File: src/rtl/gpio_mux_port.sv
module gpio_mux_port #(
  parameter int PINS = 8,
  parameter int AW = 16,
  parameter int DW = 16,
  parameter logic [AW-1:0] ADDR_OWNER = 16'hF820,
  parameter logic [AW-1:0] ADDR_STATE = 16'hF860,
  parameter logic [AW-1:0] ADDR_LATCH = 16'hF862,
  parameter logic [AW-1:0] ADDR_DIR   = 16'hF864
) (
  input  logic            clk,
  input  logic            rst_n,
  input  logic [AW-1:0]   bus_addr,
  input  logic            bus_wr,
  input  logic            bus_rd,
  input  logic [DW-1:0]   bus_wdata,
  output logic [DW-1:0]   bus_rdata,
  input  logic [PINS-1:0] per_out,
  input  logic [PINS-1:0] per_oe,
  output logic [PINS-1:0] per_in,
  input  logic [PINS-1:0] pad_in,
  output logic [PINS-1:0] pad_out,
  output logic [PINS-1:0] pad_oe
);
  localparam logic [PINS-1:0] ALL_ONE = '1;

  logic [PINS-1:0] owner_q, dir_q, latch_q;
  logic [PINS-1:0] meta_q, pin_q;
  logic [1:0]      age_q;

  always_ff @(posedge clk or negedge rst_n) begin
    if (!rst_n) begin
      owner_q <= '0;
      dir_q   <= ALL_ONE;
      latch_q <= ALL_ONE;
    end else if (bus_wr) begin
      if (bus_addr == ADDR_OWNER) owner_q <= bus_wdata[PINS-1:0];
      if (bus_addr == ADDR_DIR)   dir_q   <= bus_wdata[PINS-1:0];
      if (bus_addr == ADDR_LATCH) latch_q <= bus_wdata[PINS-1:0];
    end
  end

  always_ff @(posedge clk or negedge rst_n) begin
    if (!rst_n) begin
      meta_q <= '0;
      pin_q  <= '0;
      age_q  <= '0;
    end else begin
      meta_q <= pad_in;
      pin_q  <= meta_q;
      if (age_q != 2'd2) age_q <= age_q + 2'd1;
    end
  end

  assign per_in  = pin_q;
  assign pad_out = (owner_q & per_out) | (~owner_q & latch_q);
  assign pad_oe  = (owner_q & per_oe)  | (~owner_q & (~dir_q | ~latch_q));

  always_comb begin
    bus_rdata = '0;
    if (bus_rd) begin
      if (bus_addr == ADDR_OWNER)      bus_rdata[PINS-1:0] = owner_q;
      else if (bus_addr == ADDR_DIR)   bus_rdata[PINS-1:0] = dir_q;
      else if (bus_addr == ADDR_LATCH) bus_rdata[PINS-1:0] = latch_q;
      else if (bus_addr == ADDR_STATE) bus_rdata[PINS-1:0] = pin_q;
    end
  end

  assert_reset_values_R1: assert property (@(posedge clk) disable iff (!rst_n)
    (age_q == 2'd0) |-> (owner_q == '0 && dir_q == ALL_ONE && latch_q == ALL_ONE && pad_oe == '0));

  assert_latch_load_R2: assert property (@(posedge clk) disable iff (!rst_n)
    (bus_wr && bus_addr == ADDR_LATCH) |=> (latch_q == $past(bus_wdata[PINS-1:0])));

  assert_sync_delay_R7: assert property (@(posedge clk) disable iff (!rst_n)
    (age_q == 2'd2) |-> (per_in == $past(pad_in, 2)));

  assert_state_write_ignored_R9: assert property (@(posedge clk) disable iff (!rst_n)
    (bus_wr && bus_addr == ADDR_STATE) |=> ($stable(owner_q) && $stable(dir_q) && $stable(latch_q)));
endmodule

File: config.mk
export PLATFORM = sky130hd
export DESIGN_NAME = gpio_mux_port
export DESIGN_NICKNAME = d
export VERILOG_FILES = /design/src/rtl/gpio_mux_port.sv
export SDC_FILE = /design/constraint.sdc
export NUM_CORES = 1
export LEC_CHECK = 0
export ABC_CLOCK_PERIOD_IN_PS = 4400
export BUFFER_PORTS_ARGS = -buffer_cell sky130_fd_sc_hd__clkbuf_2
export CAP_MARGIN = 20
export CORE_AREA = 4 4 69 71
export DETAILED_ROUTE_END_ITERATION = 10
export DIE_AREA = 0 0 73 75
export PLACE_DENSITY = 0.87
export SLEW_MARGIN = 20
export SYNTH_ARGS = -nofsm -noshare
export SYNTH_HDL_FRONTEND = slang
export SYNTH_SLANG_ARGS = --single-unit
File: constraint.sdc
create_clock -name clk -period 4.4 [get_ports clk]
set_input_delay 0.88 -clock clk [delete_from_list [all_inputs] [get_ports clk]]
set_output_delay 0.88 -clock clk [all_outputs]
set_load 0.1 [all_outputs]
==> results of run 1 <==
-- routing by layer --
layer  wire (um)  track usage  vias up
met3         398       0.0374        7
met4          60       0.0574        0
met2        2310        0.293       70
met1        1840        0.229      735
li1            -            -      744
met5           0            0        -
-- sequential cells by signal, summed over array words and instances (netlist names) --
register,flops
dir_q,8
latch_q,8
meta_q,8
owner_q,8
per_in,8
-- kinds of logic after synthesis --
family,after synthesis,share of synthesized area
flops,40,0.512
mux,40,0.226
buf+inv,16,0.0476
compound gates,32,0.0953
other cells,1,0.00188
simple gates,33,0.118
-- power by group through the flow --
stage	clock [uW]	sequential, uW	combinational [uW]
after CTS	415	379	107
after global routing	435	380	113
after floorplan	0	412	46.4
after detailed placement	0	385	107
after global placement	0	385	105
final	405	379	107
-- placed cells by master, fill, tap and decap left out, drive strengths merged --
cell type   n
a21oi       8
a22o        8
and3        1
buf         1
bufinv      3
clkbuf     88
conb        8
dfrtp      24
dfstp      16
inv         3
mux2       40
nand2      16
nand3       1
nand4b      1
nand4bb     1
nor2        1
nor2b       2
nor4        4
o21ai      16
or2         1
or3b        2
or4         2
or4b        1
-- how the worst max path moves through the flow --
stage | from | end | slack (ns)
5_1_grt | bus_addr[0] | bus_rdata[5] | 0.51
4_1_cts | bus_addr[0] | bus_rdata[6] | 0.62
2_1_floorplan | bus_addr[4] | bus_rdata[0] | 0.08
3_3_place_gp | bus_addr[0] | bus_rdata[3] | 0.62
3_5_place_dp | bus_addr[0] | bus_rdata[6] | 0.62
6_report | bus_addr[0] | bus_rdata[6] | 0.62
-- area by class of cell --
class                           instances  share of cell area
Timing Repair Buffer                   84               0.164
Sequential cell                        40               0.395
Tap cell                               52              0.0252
Inverter                                3             0.00436
Multi-Input combinational cell        113               0.350
Clock buffer                            5              0.0266
Clock inverter                          3              0.0348
-- critical path: stages --
cell      delay [ns]
clkbuf_2        0.09
or4_1           0.60
or4_1           0.67
o21ai_0         0.22
a21oi_1         0.06
clkbuf_2        0.37
-- per-stage QoR --
step	utilization	hold slack, ns
finish	0.611	0.354
global route	0.611	0.364
CTS	0.611	0.356
detailed placement	0.573	0.338
global placement	0.573	0.332
floorplan	-	0.331
==> impl_metrics.json, run 1 <==
{
  "grt_pass1_vias": 1480,
  "ant_nets": 0,
  "slew_headroom": 0.350,
  "rsz0062_at_grt": "no",
  "dp_hpwl_mm": 3.57,
  "ys_seq_area_frac": 0.512,
  "reg2regPathDepth": 1,
  "avgViaCountPerCell": 5.19,
  "setup_ws_ns": 0.625,
  "p_sw_frac": 0.235,
  "die_height_um": 75,
  "grt_use_total": 0.176,
  "hold_path_class": "reg -> reg",
  "drtIter0Drc": 65,
  "finalNonFillerCells": 300,
  "rows": 24,
  "seqPwrFrac": 0.425,
  "status": "finished, final reports clean",
  "r2r_start": "owner_q[7]",
  "coreArea_mm2": 0.00423,
  "period_share": 0.858,
  "io_buffer_count": 83,
  "hold_viol": 0,
  "cts_buffers": 5,
  "max_slew.worst_pin.slew_ns": 0.975,
  "place_area_mm2": 0.00243,
  "finalSetupViolations": 0,
  "multi_input_area_um2": 906,
  "clkPwrFrac": 0.455,
  "required_ns": 3.52,
  "fin_nets": 307,
  "arrival_ns": 2.90,
  "power_leakage_uw": 0.00123,
  "cts_sinks": 40,
  "max_clock_freq_mhz": 265,
  "vias": 1556,
  "synth_top_area_frac": 0.301,
  "ctsResizeCount": 0,
  "critical_path.max_fanout": 8,
  "synth.cell_area_mm2": 0.00200,
  "max-cap-violations": 0,
  "syn_inst": 162,
  "final_area_mm2": 0.00258,
  "period_minus_slack_ns": 3.78,
  "p_comb_frac": 0.120,
  "p_int_uw": 681,
  "synth_top_cell_by_area": "dfrtp_1",
  "antenna_found_initial": 0,
  "synth-seq-cells": 40,
  "drc": 0,
  "holdPathEnd": "per_in[5]",
  "clk_pin_slew_ns": 0.08,
  "gp_congestion": 0.779,
  "ys.warnings.count": 0,
  "die_w_um": 73,
  "wl_per_cell_um": 15.4,
  "start_kind": "input port",
  "insertion_delay_ns": 0.28,
  "cts.path.max_buffers": 2,
  "ctsHoldBuffers": 0,
  "max-vdd-ir-drop_v": 0.000249,
  "powerDensity_mw_per_mm2": 345,
  "routed_wl_mm": 4.61,
  "endpoint_kind": "primary output",
  "synthTopCellsByCount": "mux2_2, dfrtp_1, dfstp_2, nand2_1, o21ai_0",
  "finalSetupTns_ns": 0,
  "hp-start": "meta_q[5]",
  "min_delay_path_depth": 0,
  "area_growth_pct": 29.5,
  "async_flop_share": 1.00,
  "crit_type": "in -> out",
  "p_sw_uw": 209,
  "timing.rr.end": "owner_q[7]",
  "dr.pass1.iters": 4,
  "grt_pass1_wl_mm": 7.26,
  "r2r_slack_ns": 3.58,
  "fin_worst_skew_ns": 0.00471,
  "fillCellCount": 362,
  "die-area_mm2": 0.00548,
  "grt_max_degree": 41,
  "synth_ff_type": "dfrtp_1",
  "synth_cell_types": 26,
  "htreeDepth": 2,
  "dp.cells": 292,
  "synth_edf_count": 0,
  "cts_tree": "built",
  "synth_area_per_cell_um2": 12.3,
  "total_power_uw": 891,
  "final_layout_size_suffix_gt1_frac": 0.621,
  "pre_cts_slack_ns": 0.624,
  "regArea_mm2": 0.00102,
  "antenna_cells": 0,
  "ys_top_cells_by_area": "dfrtp_1, mux2_2, dfstp_2",
  "yosysMostFrequentCell": "mux2_2",
  "postCtsSetupBuffers": 0,
  "slew_viol_final": 0,
  "root_buffer": "clkbuf_8",
  "ios": 100,
  "start_util": 0.471,
  "grt_overflow": 0
}
Note: power is estimated with default switching activity, not from simulation.
==> inputs of run 2 (changes only) <==
--- a/config.mk
+++ b/config.mk
@@ -8,10 +8,11 @@
 export ABC_CLOCK_PERIOD_IN_PS = 4400
 export BUFFER_PORTS_ARGS = -buffer_cell sky130_fd_sc_hd__clkbuf_2
 export CAP_MARGIN = 20
-export CORE_AREA = 4 4 69 71
+export CORE_AREA = 4 4 68 70
+export CTS_BUF_LIST = sky130_fd_sc_hd__clkbuf_2
 export DETAILED_ROUTE_END_ITERATION = 10
-export DIE_AREA = 0 0 73 75
-export PLACE_DENSITY = 0.87
+export DIE_AREA = 0 0 72 74
+export PLACE_DENSITY = 0.9
 export SLEW_MARGIN = 20
 export SYNTH_ARGS = -nofsm -noshare
 export SYNTH_HDL_FRONTEND = slang
==> run 2 against run 1 <==
  * Sequential share of layout area up 2.0 points
  * Flip-flop and latch count unchanged
  * Largest power group is now registers
  * Fmax down 0.23%
  * Hold slack better by 0.015 ns
  * Global-route usage up 0.42 points
  * Power down 28%
==> impl_metrics.json, run 2 (same netlist as run 1, synthesis figures left out) <==
{
  "max-cap-violations": 0,
  "arrival_ns": 2.90,
  "setup_ws_ns": 0.616,
  "reg2regPathDepth": 1,
  "final_area_mm2": 0.00246,
  "rows": 23,
  "hold_viol": 0,
  "drc": 0,
  "max_clock_freq_mhz": 264,
  "status": "finished, final reports clean",
  "pre_cts_slack_ns": 0.606,
  "critical_path.max_fanout": 8,
  "io_buffer_count": 83,
  "finalSetupViolations": 0,
  "insertion_delay_ns": 0.37,
  "cts_buffers": 5,
  "period_minus_slack_ns": 3.78,
  "ios": 100,
  "die-area_mm2": 0.00533,
  "endpoint_kind": "primary output",
  "gp_congestion": 0.736,
  "hold_path_class": "reg -> reg",
  "crit_type": "in -> out",
  "cts.path.max_buffers": 2,
  "fin_nets": 307,
  "postCtsSetupBuffers": 0,
  "slew_headroom": 0.368,
  "antenna_cells": 0,
  "ant_nets": 0,
  "htreeDepth": 2,
  "timing.critical_path.from": "bus_addr[0]",
  "r2r_start": "owner_q[7]",
  "ctsHoldBuffers": 0,
  "place_area_mm2": 0.00242,
  "start_util": 0.503,
  "routed_wl_mm": 4.62,
  "dr.pass1.iters": 4,
  "grt_overflow": 0,
  "avgViaCountPerCell": 5.27,
  "vias": 1571,
  "grt_pass1_vias": 1560,
  "die_w_um": 72,
  "area_growth_pct": 23.4,
  "layout_commonest_cell": "clkbuf_2",
  "grt_pass1_wl_mm": 7.24,
  "rsz0062_at_grt": "no",
  "final_layout_size_suffix_gt1_frac": 0.617,
  "antenna_found_initial": 0,
  "hp-start": "meta_q[1]",
  "powerDensity_mw_per_mm2": 259,
  "total_power_uw": 638,
  "grt_max_degree": 41,
  "timing.rr.end": "owner_q[7]",
  "power_leakage_uw": 0.00118,
  "hold_ws_ns": 0.369,
  "slew_viol_final": 0,
  "period_share": 0.860,
  "clk_pin_slew_ns": 0.16,
  "dp_hpwl_mm": 3.58,
  "required_ns": 3.52,
  "grt_use_total": 0.180,
  "ctsResizeCount": 0,
  "fin_worst_skew_ns": 0.000296,
  "start_kind": "input port",
  "r2r_slack_ns": 3.58,
  "max_slew.worst_pin.slew_ns": 0.948,
  "drtIter0Drc": 44,
  "endpoint": "bus_rdata[5]",
  "max-vdd-ir-drop_v": 0.000185,
  "finalSetupTns_ns": 0,
  "die_height_um": 74,
  "wl_per_cell_um": 15.5,
  "root_buffer": "clkbuf_2",
  "cts_tree": "built",
  "coreArea_mm2": 0.00397,
  "cts_sinks": 40,
  "final_cell_mix": "clkbuf_2, mux2_2, dfrtp_1"
}
## run 2: worst max-delay path, stage by stage
cell and delay [ns]:
clkbuf_2 0.09, or4_1 0.59, or4_1 0.67, o21ai_0 0.23
a21oi_1 0.07, clkbuf_2 0.38
## run 2: cell type report
cell class	instances	area, um2
multi-input cells	113	906
clock buffers	7	35.0
flip-flops and latches	40	1020
clock inverters	1	3.75
well taps	50	62.6
fillers	330	1510
repair buffers	84	423
inverters	3	11.3
## run 2: power breakdown
part | switching [uW] | leakage, uW | internal, uW
Combinational | 85.1 | 0.000687 | 22.1
Clock | 109 | 0.0000306 | 42.6
Sequential | 2.77 | 0.000463 | 376
## run 2: metal layers
layer  routed length (um)  up-vias  GRT usage
li1                     -      736          -
met3                  329        7     0.0473
met4                   47        0     0.0543
met2                 2460       68      0.332
met1                 1790      760      0.205
met5                    0        -          0
## run 2: per-stage QoR
step,utilization,std cells
floorplan,-,169
global placement,0.610,290
detailed placement,0.610,290
CTS,0.620,298
global route,0.620,298
finish,0.620,298
## run 2: how the worst min path moves through the flow
stage / end / slack, ns / cells past startpoint
after floorplan: per_in[0] / 0.33 / 0
after global placement: per_in[6] / 0.33 / 0
after detailed placement: per_in[1] / 0.33 / 0
after CTS: per_in[6] / 0.37 / 0
after global routing: per_in[6] / 0.38 / 0
final: per_in[1] / 0.37 / 0
==> inputs of run 3 (changes only) <==
==> config.mk (replaced) <==
export PLATFORM = sky130hd
export DESIGN_NAME = gpio_mux_port
export DESIGN_NICKNAME = d
export VERILOG_FILES = /design/src/rtl/gpio_mux_port.sv
export SDC_FILE = /design/constraint.sdc
export NUM_CORES = 1
export LEC_CHECK = 0
export ABC_CLOCK_PERIOD_IN_PS = 4400
export CAP_MARGIN = 10
export CORE_AREA = 4 4 66 68
export CTS_BUF_LIST = sky130_fd_sc_hd__clkbuf_2
export DETAILED_ROUTE_END_ITERATION = 10
export DIE_AREA = 0 0 70 72
export DONT_BUFFER_PORTS = 1
export PLACE_DENSITY = 0.72
export SLEW_MARGIN = 20
export SYNTH_ARGS = -nofsm -noshare
export SYNTH_HDL_FRONTEND = slang
export SYNTH_SLANG_ARGS = --single-unit
==> run 3 against run 2 <==
  * Core utilization fell by 5.7 points
  * Fmax rose by 5.6%
  * Critical path depth fell by 1
  * Die area fell by 5.4%
  * Largest cell class unchanged
==> impl_metrics.json, run 3 (same netlist as run 1, synthesis figures left out) <==
{
  "vias": 1308,
  "grt_pass1_vias": 1388,
  "max_slew.worst_pin.slew_ns": 0.908,
  "finalSetupViolations": 0,
  "max-vdd-ir-drop_v": 0.000192,
  "area_growth_pct": 8.71,
  "start_kind": "input port",
  "die_w_um": 70,
  "cts.path.max_buffers": 2,
  "io_buffer_count": 0,
  "path_cells": "or4_1, or4_1, o21ai_0, a21oi_2, buf_4",
  "period_minus_slack_ns": 3.58,
  "grt_max_degree": 41,
  "gp_congestion": 0.885,
  "insertion_delay_ns": 0.39,
  "htreeDepth": 2,
  "setup_ws_ns": 0.818,
  "p_sw_frac": 0.285,
  "ant_nets": 0,
  "endpoint_kind": "primary output",
  "powerDensity_mw_per_mm2": 308,
  "hold_path_class": "in -> async",
  "root_buffer": "clkbuf_2",
  "cts_tree": "built",
  "slew_viol_final": 0,
  "wl_per_cell_um": 19.4,
  "antenna_found_initial": 0,
  "ctsResizeCount": 0,
  "fin_worst_skew_ns": 0.00156,
  "required_ns": 3.52,
  "grt_overflow": 0,
  "die-area_mm2": 0.00504,
  "max_clock_freq_mhz": 279,
  "hold_viol": 0,
  "slew_headroom": 0.395,
  "start_util": 0.518,
  "finalSetupTns_ns": 0,
  "arrival_ns": 2.70,
  "postCtsSetupBuffers": 0,
  "avgViaCountPerCell": 5.87,
  "p_int_uw": 478,
  "cts_sinks": 40,
  "clk_pin_slew_ns": 0.20,
  "antenna_cells": 0,
  "drtIter0Drc": 34,
  "slowest_delay_ns": 0.67,
  "pre_cts_slack_ns": 0.806,
  "dr.pass1.iters": 4,
  "coreArea_mm2": 0.00386,
  "dp_hpwl_mm": 3.31,
  "routed_wl_mm": 4.33,
  "final_area_mm2": 0.00217,
  "crit_slowest_cell": "or4_1",
  "place_area_mm2": 0.00210,
  "fillCellCount": 333,
  "layout_commonest_cell": "mux2_2",
  "die_height_um": 72,
  "final_layout_size_suffix_gt1_frac": 0.503,
  "power_leakage_uw": 0.000885,
  "seqPwrFrac": 0.610,
  "drc": 0,
  "period_share": 0.814,
  "ctsHoldBuffers": 0,
  "multi_input_area_um2": 936,
  "max-cap-violations": 0,
  "status": "finished, final reports clean",
  "grt_use_total": 0.180,
  "crit_type": "in -> out",
  "cts_buffers": 5,
  "critical_path.max_fanout": 8,
  "rsz0062_at_grt": "no",
  "ios": 100,
  "rows": 23,
  "fin_nets": 232,
  "p_comb_frac": 0.065,
  "final_cell_mix": "mux2_2, dfrtp_1, nand2_1, o21ai_0, dfstp_2",
  "regArea_mm2": 0.00102,
  "critPathMostFrequentCell": "or4_1",
  "grt_pass1_wl_mm": 7.02,
  "clkPwrFrac": 0.325,
  "p_sw_uw": 191
}
## run 3: power by group through the flow
| stage | Sequential (uW) | Clock, uW | Combinational (uW) |
|---|---|---|---|
| after global placement | 414 | 0 | 43.0 |
| final | 408 | 218 | 43.4 |
| after global routing | 409 | 247 | 45.1 |
| after CTS | 408 | 228 | 43.4 |
| after floorplan | 412 | 0 | 46.4 |
| after detailed placement | 414 | 0 | 43.3 |
## run 3: worst max-delay path: cells and delay by family
family	cells	cell delay [ns]
compound gates	2	0.33
simple gates	2	1.26
buf+inv	1	0.24
## run 3: worst paths after layout
kind / startpoint / to / slack (ns) / cells after the start
worst max-delay path: bus_addr[0] / bus_rdata[4] / 0.82 / 5
worst min-delay path: rst_n / per_in[7] / 0.15 / 0
worst max register to register: owner_q[3] / owner_q[3] / 3.56 / 1
worst min register to register: meta_q[6] / per_in[6] / 0.38 / 0
max in group asynchronous: rst_n / dir_q[6] / 4.07 / 0
min in group clk: meta_q[6] / per_in[6] / 0.38 / 0
## run 3: per-layer routing
layer / global-route usage / wire length, um / vias to the layer above / part of all wire
met5: 0 / 0 / - / 0
met4: 0.0553 / 51 / 0 / 0.012
met3: 0.0665 / 364 / 7 / 0.084
met2: 0.328 / 2390 / 57 / 0.55
met1: 0.195 / 1520 / 653 / 0.35
li1: - / - / 591 / -
## run 3: area by class of cell
type	instances	share of cell area
Clock inverter	3	0.0213
Sequential cell	40	0.471
Multi-Input combinational cell	113	0.431
Timing Repair Buffer	9	0.0311
Tap cell	50	0.0288
Clock buffer	5	0.0115
Inverter	3	0.00519
## run 3: stage by stage
stage	hold WS, ns	utilization	cells	total power, uW
floorplan	0.331	-	169	459
global placement	0.332	0.544	215	457
detailed placement	0.336	0.544	215	457
CTS	0.108	0.563	223	680
global route	0.0602	0.563	223	701
finish	0.147	0.563	223	669
